<file path="src/rtl/secded_pkg.sv">
package secded_pkg;

   // Number of Hamming check bits needed for dw data bits (overall parity excluded)
   function automatic int unsigned par_bits(int unsigned dw);
      int unsigned r;
      r = 1;
      while ((1 << r) < (dw + r + 1)) r++;
      return r;
   endfunction

   // Hamming position of data bit idx: the idx-th position that is not a power of two
   function automatic int unsigned data_pos(int unsigned idx);
      int unsigned cnt;
      int unsigned res;
      cnt = 0;
      res = 0;
      for (int unsigned p = 1; p < 128; p++) begin
         if ((p & (p - 1)) != 0) begin
            if (cnt == idx && res == 0) res = p;
            cnt++;
         end
      end
      return res;
   endfunction

   // Data bits covered by check bit j
   function automatic logic [63:0] cover_mask(int unsigned bitj, int unsigned dw);
      logic [63:0] m;
      m = '0;
      for (int unsigned i = 0; i < dw; i++) begin
         m[i] = ((data_pos(i) >> bitj) & 1) != 0;
      end
      return m;
   endfunction

endpackage

</file>
<file path="src/rtl/secded_syndrome.sv">
module secded_syndrome
   import secded_pkg::*;
#(
   parameter int unsigned DATA_W = 8,
   localparam int unsigned PAR_W  = par_bits(DATA_W),
   localparam int unsigned CODE_W = DATA_W + PAR_W + 1
) (
   input  logic [CODE_W-1:0] code,
   output logic [PAR_W:0]    syn
);

   logic [DATA_W-1:0] data;
   assign data = code[DATA_W-1:0];

   for (genvar j = 0; j < PAR_W; j++) begin : g_chk
      localparam logic [63:0] MASK = cover_mask(j, DATA_W);
      assign syn[j] = code[DATA_W+j] ^ (^(data & MASK[DATA_W-1:0]));
   end

   assign syn[PAR_W] = ^code;

endmodule

</file>
<file path="src/rtl/secded_locate.sv">
module secded_locate
   import secded_pkg::*;
#(
   parameter int unsigned DATA_W = 8,
   localparam int unsigned PAR_W = par_bits(DATA_W)
) (
   input  logic [PAR_W:0]    syn,
   output logic [DATA_W-1:0] flip,
   output logic              data_hit,
   output logic              chk_hit,
   output logic              fatal
);

   logic [PAR_W-1:0] pos;
   logic             odd;

   assign pos = syn[PAR_W-1:0];
   assign odd = syn[PAR_W];

   for (genvar i = 0; i < DATA_W; i++) begin : g_hit
      localparam int unsigned P = data_pos(i);
      assign flip[i] = odd && (pos == PAR_W'(P));
   end

   assign data_hit = |flip;
   assign chk_hit  = odd && ((pos & (pos - 1'b1)) == '0);
   assign fatal    = (!odd && (pos != '0)) || (odd && !data_hit && !chk_hit);

   always_comb begin
      // at most one data bit is ever inverted
      p_flip_onehot_r4: assert ($onehot0(flip) || $isunknown(syn));
      // a check-bit location never coincides with a data-bit location
      p_hit_disjoint_r5: assert (!(data_hit && chk_hit) || $isunknown(syn));
   end

endmodule

</file>
<file path="src/rtl/secded_outreg.sv">
module secded_outreg #(
   parameter int unsigned DATA_W = 8
) (
   input  logic              clk,
   input  logic              async_clr,
   input  logic [DATA_W-1:0] d_in,
   input  logic              any_in,
   input  logic              fixed_in,
   input  logic              fatal_in,
   output logic [DATA_W-1:0] d_out,
   output logic              any_out,
   output logic              fixed_out,
   output logic              fatal_out
);

   always_ff @(posedge clk or posedge async_clr) begin
      if (async_clr) begin
         d_out     <= '0;
         any_out   <= 1'b0;
         fixed_out <= 1'b0;
         fatal_out <= 1'b0;
      end else begin
         d_out     <= d_in;
         any_out   <= any_in;
         fixed_out <= fixed_in;
         fatal_out <= fatal_in;
      end
   end

endmodule

</file>
<file path="src/rtl/secded_dec13.sv">
module secded_dec13
   import secded_pkg::*;
#(
   parameter int unsigned DATA_W = 8,
   localparam int unsigned PAR_W  = par_bits(DATA_W),
   localparam int unsigned CODE_W = DATA_W + PAR_W + 1
) (
   input  logic              clk,
   input  logic              async_clr,
   input  logic [CODE_W-1:0] code_in,
   output logic [DATA_W-1:0] data_out,
   output logic              err_any,
   output logic              err_fixed,
   output logic              err_fatal
);

   if (DATA_W < 1 || DATA_W > 57) begin : g_bad_width
      $error("secded_dec13: DATA_W must lie in 1..57");
   end

   logic [PAR_W:0]    syn;
   logic [DATA_W-1:0] flip;
   logic              data_hit;
   logic              chk_hit;
   logic              fatal;
   logic [DATA_W-1:0] fixed_data;

   secded_syndrome #(.DATA_W(DATA_W)) u_syn (
      .code (code_in),
      .syn  (syn)
   );

   secded_locate #(.DATA_W(DATA_W)) u_loc (
      .syn      (syn),
      .flip     (flip),
      .data_hit (data_hit),
      .chk_hit  (chk_hit),
      .fatal    (fatal)
   );

   assign fixed_data = code_in[DATA_W-1:0] ^ flip;

   secded_outreg #(.DATA_W(DATA_W)) u_reg (
      .clk       (clk),
      .async_clr (async_clr),
      .d_in      (fixed_data),
      .any_in    (data_hit | fatal),
      .fixed_in  (data_hit),
      .fatal_in  (fatal),
      .d_out     (data_out),
      .any_out   (err_any),
      .fixed_out (err_fixed),
      .fatal_out (err_fatal)
   );

   // a correction is never also fatal and always counts as an error
   p_fix_excl_r4: assert property (@(posedge clk) disable iff (async_clr)
      err_fixed |-> (err_any && !err_fatal));

   // fatal always comes with the error flag and without correction
   p_fatal_err_r6: assert property (@(posedge clk) disable iff (async_clr)
      err_fatal |-> (err_any && !err_fixed));

   // a zero syndrome passes data through with quiet flags
   p_clean_pass_r3: assert property (@(posedge clk) disable iff (async_clr)
      (syn == '0) |=> (!err_any && data_out == $past(code_in[DATA_W-1:0])));

   // a check-bit error leaves data and flags alone
   p_chk_quiet_r5: assert property (@(posedge clk) disable iff (async_clr)
      chk_hit |=> (!err_any && data_out == $past(code_in[DATA_W-1:0])));

   // a located data error shows up as corrected on the next edge
   p_fix_next_r8: assert property (@(posedge clk) disable iff (async_clr)
      data_hit |=> err_fixed);

   // outputs are clear whenever the clear is held across an edge
   p_clr_zero_r9: assert property (@(posedge clk)
      async_clr |-> (data_out == '0 && !err_any && !err_fixed && !err_fatal));

endmodule

</file>
<file path="config.mk">
export PLATFORM = sky130hd
export DESIGN_NAME = secded_dec13
export DESIGN_NICKNAME = d
export VERILOG_FILES = /design/src/rtl/secded_pkg.sv /design/src/rtl/secded_syndrome.sv /design/src/rtl/secded_locate.sv /design/src/rtl/secded_outreg.sv /design/src/rtl/secded_dec13.sv
export SDC_FILE = /design/constraint.sdc
export NUM_CORES = 1
export LEC_CHECK = 0
export BUFFER_PORTS_ARGS = -buffer_cell sky130_fd_sc_hd__clkbuf_2
export CORE_MARGIN = 2
export CORE_UTILIZATION = 45
export CTS_CLUSTER_DIAMETER = 50
export DETAILED_ROUTE_END_ITERATION = 16
export HOLD_SLACK_MARGIN = 0.08
export PLACE_DENSITY = 0.76
export SLEW_MARGIN = 20
export SYNTH_ARGS = -nofsm -noshare
export SYNTH_HDL_FRONTEND = slang
export SYNTH_SLANG_ARGS = --single-unit
</file>
<file path="constraint.sdc">
create_clock -name clk -period 0.8 [get_ports clk]
set_clock_uncertainty 0.2 [all_clocks]
set_input_delay 0.04 -clock clk [delete_from_list [all_inputs] [get_ports clk]]
set_output_delay 0.04 -clock clk [all_outputs]
set_load 0.02 [all_outputs]
</file>
# --- Word level (Yosys, flattened, before mapping) ---
# Cells that the tools add are included.
totals:
  register_bits: 11
  latch_bits: 0
  ramBits: 0
  romBits: 0
  inputBits: 15
  out_inout_bits: 11
  word_cells: 44
  n_memories: 0
classes:
  addsub: 1
  mul: 0
  n_div: 0
  magnitude_cmp: 0
  eq_ne: 8
  shift: 0
  n_mux: 0
  bitwise: 7
  n_reduce_logical: 24
op_table:
  columns: ["operator", "count"]
  rows:
  - ["$reduce_xor 8->1", 4]
  - ["$eq 4x4->1 const B", 4]
  - ["$reduce_xor 13->1", 1]
  - ["$eq 4x3->1 const B", 3]
  - ["$logic_and 1x1->1", 12]
  - ["$reduce_or 8->1", 1]
  - ["$xor 8x8->8", 1]
  - ["$and 4x4->4", 1]
  - ["$eq 4x2->1 const B", 1]
  - ["$logic_not 4->1", 1]
  - ["$reduce_bool 4->1", 1]
  - ["$sub 4x1->4 const B", 1]
  - ["$xor 1x1->1", 4]
  - ["$logic_not 1->1", 3]
  - ["$logic_or 1x1->1", 1]
  - ["$or 1x1->1", 1]

# --- Logic depth before layout (Yosys ltp) ---
depth:
  word_depth: 10
  mapped_depth: 7
  ltp_nobuf: 6

# --- Modules after synthesis ---
# A second synthesis with hierarchy kept.
hier_totals:
  hier_cells: 63
  area_unflattened_um2: 714.4
by_module_without_submodules:
  columns: ["mod", "instances", "cells_each", "area_each_um2", "seq_area_each_um2"]
  rows:
  - ["secded_outreg", 1, 12, 279.0, 275.3]
  - ["secded_syndrome", 1, 18, 214.0, 0.0]
  - ["secded_locate", 1, 24, 145.1, 0.0]
  - ["secded_dec13", 1, 9, 76.3, 0.0]

# --- Worst setup path before layout ---
# No wires, ideal clock.
synth_timing:
  kind: "input to register"
  from: "in code_in[7]"
  to: "reg u_reg.fatal_out"
  setup_ns: 0.151
  t_arrival_ns: 1.414
  required_ns: 0.449
  path_slack_ns: -0.965
  cell_stages: 6
  path_buffers: 1
  path_cell_list: "buf_6 xor3_2 xnor2_1 nor2_1 a211oi_1 a22oi_1"
synth_between:
  elab_chain_len: 9
  elab_cells_between_ends: 34
  cone_classes: "1 x add/sub; 8 x eq/ne; 3 x bitwise; 22 x reduce/logical"
synth_rtl:
  columns: ["item", "line", "text"]
  rows:
  - ["from (decl)", "secded_dec13.sv:10", "input logic [CODE_W-1:0] code_in,"]
  - ["$reduce_xor 8->1", "secded_syndrome.sv:17", "assign syn[j] = code[DATA_W+j] ^ (^(data & MASK[DATA_W-1:0]));"]
  - ["$xor 1x1->1", "secded_syndrome.sv:17", null]
  - ["$sub 4x1->4 (tied with other cells)", "secded_locate.sv:26", "assign chk_hit = odd && ((pos & (pos - 1'b1)) == '0);"]
  - ["$and 4x4->4 / $logic_and 1x1->1 (equally long branches)", "secded_locate.sv:26, secded_locate.sv:22", null]
  - ["$logic_not 4->1 / $reduce_or 8->1 (equally long branches)", "secded_locate.sv:26, secded_locate.sv:25", null]
  - ["$logic_and 1x1->1 / $logic_not 1->1 (equally long branches)", "secded_locate.sv:26, secded_locate.sv:27", null]
  - ["$logic_not 1->1 / $logic_and 1x1->1 (equally long branches)", "secded_locate.sv:27", "assign fatal = (!odd && (pos != '0)) || (odd && !data_hit && !chk_hit);"]
  - ["$logic_and 1x1->1", "secded_locate.sv:27", null]
  - ["$logic_or 1x1->1 *", "secded_locate.sv:27", null]
  - ["net fatal", "secded_dec13.sv:25", "logic fatal;"]
  - ["to (signal assigned)", "secded_outreg.sv:26", "fatal_out <= fatal_in;"]
  - ["to (decl)", "secded_outreg.sv:13", "output logic fatal_out"]
# The timed path passes the listed nets; every way through them passes the cells marked *.

# --- Final worst setup path ---
layout_timing:
  from: "in code_in[6]"
  to: "reg u_reg.fixed_out"
layout_between:
  elab_chain_len: 5
  elab_cells_between_ends: 24
  cone_classes: "8 x eq/ne; 3 x bitwise; 13 x reduce/logical"
layout_rtl:
  columns: ["item", "line", "text"]
  rows:
  - ["$reduce_xor 8->1", "secded_syndrome.sv:17", null]
  - ["$xor 1x1->1", "secded_syndrome.sv:17", null]
  - ["$eq 4x2->1 (tied with other cells)", "secded_locate.sv:22", "assign flip[i] = odd && (pos == PAR_W'(P));"]
  - ["$logic_and 1x1->1", "secded_locate.sv:22", null]
  - ["$reduce_or 8->1 *", "secded_locate.sv:25", "assign data_hit = |flip;"]
  - ["net data_hit", "secded_dec13.sv:23", "logic data_hit;"]
  - ["to (signal assigned)", "secded_outreg.sv:25", "fixed_out <= fixed_in;"]
  - ["to (decl)", "secded_outreg.sv:12", "output logic fixed_out,"]
# Marks and branches as above.

==> results.cfg <==
[run_status]
status = finished with violations
violations = negative hold slack, negative setup slack

[critical_path]
crit_chain = clkbuf_16 > buf_8 > xnor2_4 > xnor3_2 > nor2_4 > buf_6 > a21oi_1 > nor3_1 > nor2_1
cp.required_ns = 0.77
cp-start-kind = input port
cp_slowest_cell = xnor3_2
crit_path_end_kind = register
crit_type = input port to register
worstSetupPathDepth = 9
critPathMaxFanout = 5
path_buf_inv = 3
crit_path_start = code_in[6]
cpPeakStageDelay_ns = 0.41
critical_path.top_delay_family = XOR/XNOR gates
arrival_ns = 1.56
crit_end = u_reg.fixed_out$_DFF_PP0_

[floorplanning]
row_count = 16
die_w_um = 48.5
die-area_sq_mm = 0.00235
core-area_sq_mm = 0.00192
die_h_um = 48.5
ioPinCount = 26
start_util_pct = 46.4

[layout]
multi_input_area_sq_um = 892
n_fill_cell = 51
fin_nets = 168
n_antenna_cell = 0
final_common_cell = buf_4
final_cells = 179
area_growth_pct = 103
final_layout_size_suffix_gt1_share_pct = 71.7
sequential_cell_area_sq_um = 275
final_cell_mix = 27 x buf_4, 18 x buf_6, 11 x dfrtp_1

[routing]
drt_iter0_drc = 46
ant_nets = 0
avgRoutedWirePerCell_um = 22.1
drt_wl_total_mm = 3.96
drc = 0
vias = 1043
drtPass1Iterations = 4
via_per_inst = 5.83

[pwr]
p_leak_nw = 0.788
peakVddDrop_v = 0.00122
power.density_mw_per_mm2 = 2010

[synth]
synth_compound_area_share_pct = 13.5
synth_cell_type_count = 29
syn_avg_cell_area_sq_um = 10.0
ys_ff_latch = 11
synth_seq_area_share_pct = 30.9
synth_top_family_by_area = XOR/XNOR gates
synth_xor_area_share_pct = 38.0
synthAdderAreaFrac_pct = 0
muxShareOfSynthArea_pct = 0
yosysWarnings = 0
syn_area_sq_um = 892
synth_nets = 104
synthSimpleGateAreaFrac_pct = 15.6
synth_cells = 89

[clock_network]
cts.htree.levels = 1
cts_sinks = 11
cts_buffers = 3
cts.clk_slew.worst_paths_ns = 0.07
clockBufferDepth = 2
hold_buffers = 1
cts_root_buffer = clkbuf_4
cts_tree = yes

[timing]
relSlewSlack_pct = 70.7
finalCritPeriodShare_pct = 198
finalSetupViolCount = 22
fin_crit_ns = 1.59
report.final.hold_viol_count = 5
drv_slew = 0
max_freq_ghz = 0.630
worstMarginPinSlew_ns = 0.437
setup_slack_ns = -0.787
rsz0062_at_grt = true
whs_ns = -0.182

[global_routing]
gr-total-overflow = 0
first_global_vias = 930
grt_max_degree = 12
antenna_found_initial = 0
gr-usage-all-layers_pct = 24.8
grt_pass1_wl_mm = 4.34

[placed_design]
globalplace.congestion = 0.779
place_hpwl_mm = 1.68
dp_slack_ns = -1.01
io_buffers = 25
place_inst = 164

[hold_path]
min_path_cells = 2
min_from = code_in[3]
hp-class = input port to register

[run]
maxCapViolations = 0
==> flip-flops by register name (all words and copies together) (netlist names) <==
signal	count
u_reg.any_out	1
u_reg.d_out	8
u_reg.fatal_out	1
u_reg.fixed_out	1
==> power breakdown <==
| part | total [mW] | switching [mW] | internal (mW) |
|---|---|---|---|
| Combinational | 2.49 | 1.26 | 1.23 |
| Sequential | 0.734 | 0.0609 | 0.673 |
| Clock | 0.401 | 0.206 | 0.194 |
==> synthesized netlist by cell type, drive strengths merged <==
cell	number	share of area [%]
buf	1	1.3
a22oi	2	1.7
xnor3	2	5.2
nand2	11	4.6
or2	1	0.70
nor2	7	3.8
a21oi	6	4.2
and2	1	0.70
a31oi	1	0.70
nor3	1	0.56
o21ai	3	1.7
a211oi	2	1.7
a2bb2oi	1	0.98
nand3	8	4.5
o31ai	1	0.84
a221oi	1	1.7
nor2b	1	0.70
dfrtp	11	31
xnor2	20	23
xor3	1	2.8
inv	2	0.84
xor2	5	7.4
==> kinds of logic after synthesis <==
family / Yosys count
simple gates: 30
compound gates: 17
buf+inv: 3
xor+xnor: 28
flops: 11
==> routing by layer <==
metal / track usage (%) / share of wire [%] / vias to the layer above
met2: 42.8 / 49 / 89
met1: 28.5 / 31 / 483
met4: 16.7 / 10 / 0
li1: - / - / 436
met5: 0 / 0 / -
met3: 3.40 / 9.4 / 35
==> stage by stage <==
step | util (%) | cell area (sq um) | setup TNS [ns] | power (mW)
after floorplan | - | 1030 | -7.04 | 1.81
after global placement | 71.2 | 1370 | -10.19 | 2.37
after detailed placement | 71.2 | 1370 | -10.43 | 2.40
after CTS | 84.4 | 1620 | -8.98 | 3.09
after global routing | 94.1 | 1810 | -11.43 | 3.77
final | 94.1 | 1810 | -10.66 | 3.63
==> repair_timing <==
item / in CTS / in global routing
pin swaps: 21 / 15
setup buffers: 7 / 3
setup endpoints to repair: 22 / 33
hold endpoints to repair: 20 / 19
gates resized for setup: 34 / 54
==> final cells by class <==
cell class	instances	share of cell area, %
tap	27	1.87
sequential	11	15.2
clock buffer	4	1.45
inverter	2	0.623
multi-input combinational	75	49.3
timing repair buffer	60	31.5
==> worst min path at each step <==
stage,endpoint
2_1_floorplan,u_reg.any_out$_DFF_PP0_
3_3_place_gp,u_reg.fixed_out$_DFF_PP0_
3_5_place_dp,u_reg.fixed_out$_DFF_PP0_
4_1_cts,u_reg.d_out[3]$_DFF_PP0_
5_1_grt,u_reg.d_out[3]$_DFF_PP0_
6_report,u_reg.d_out[3]$_DFF_PP0_
No activity file was read; power rests on OpenSTA's default activity.
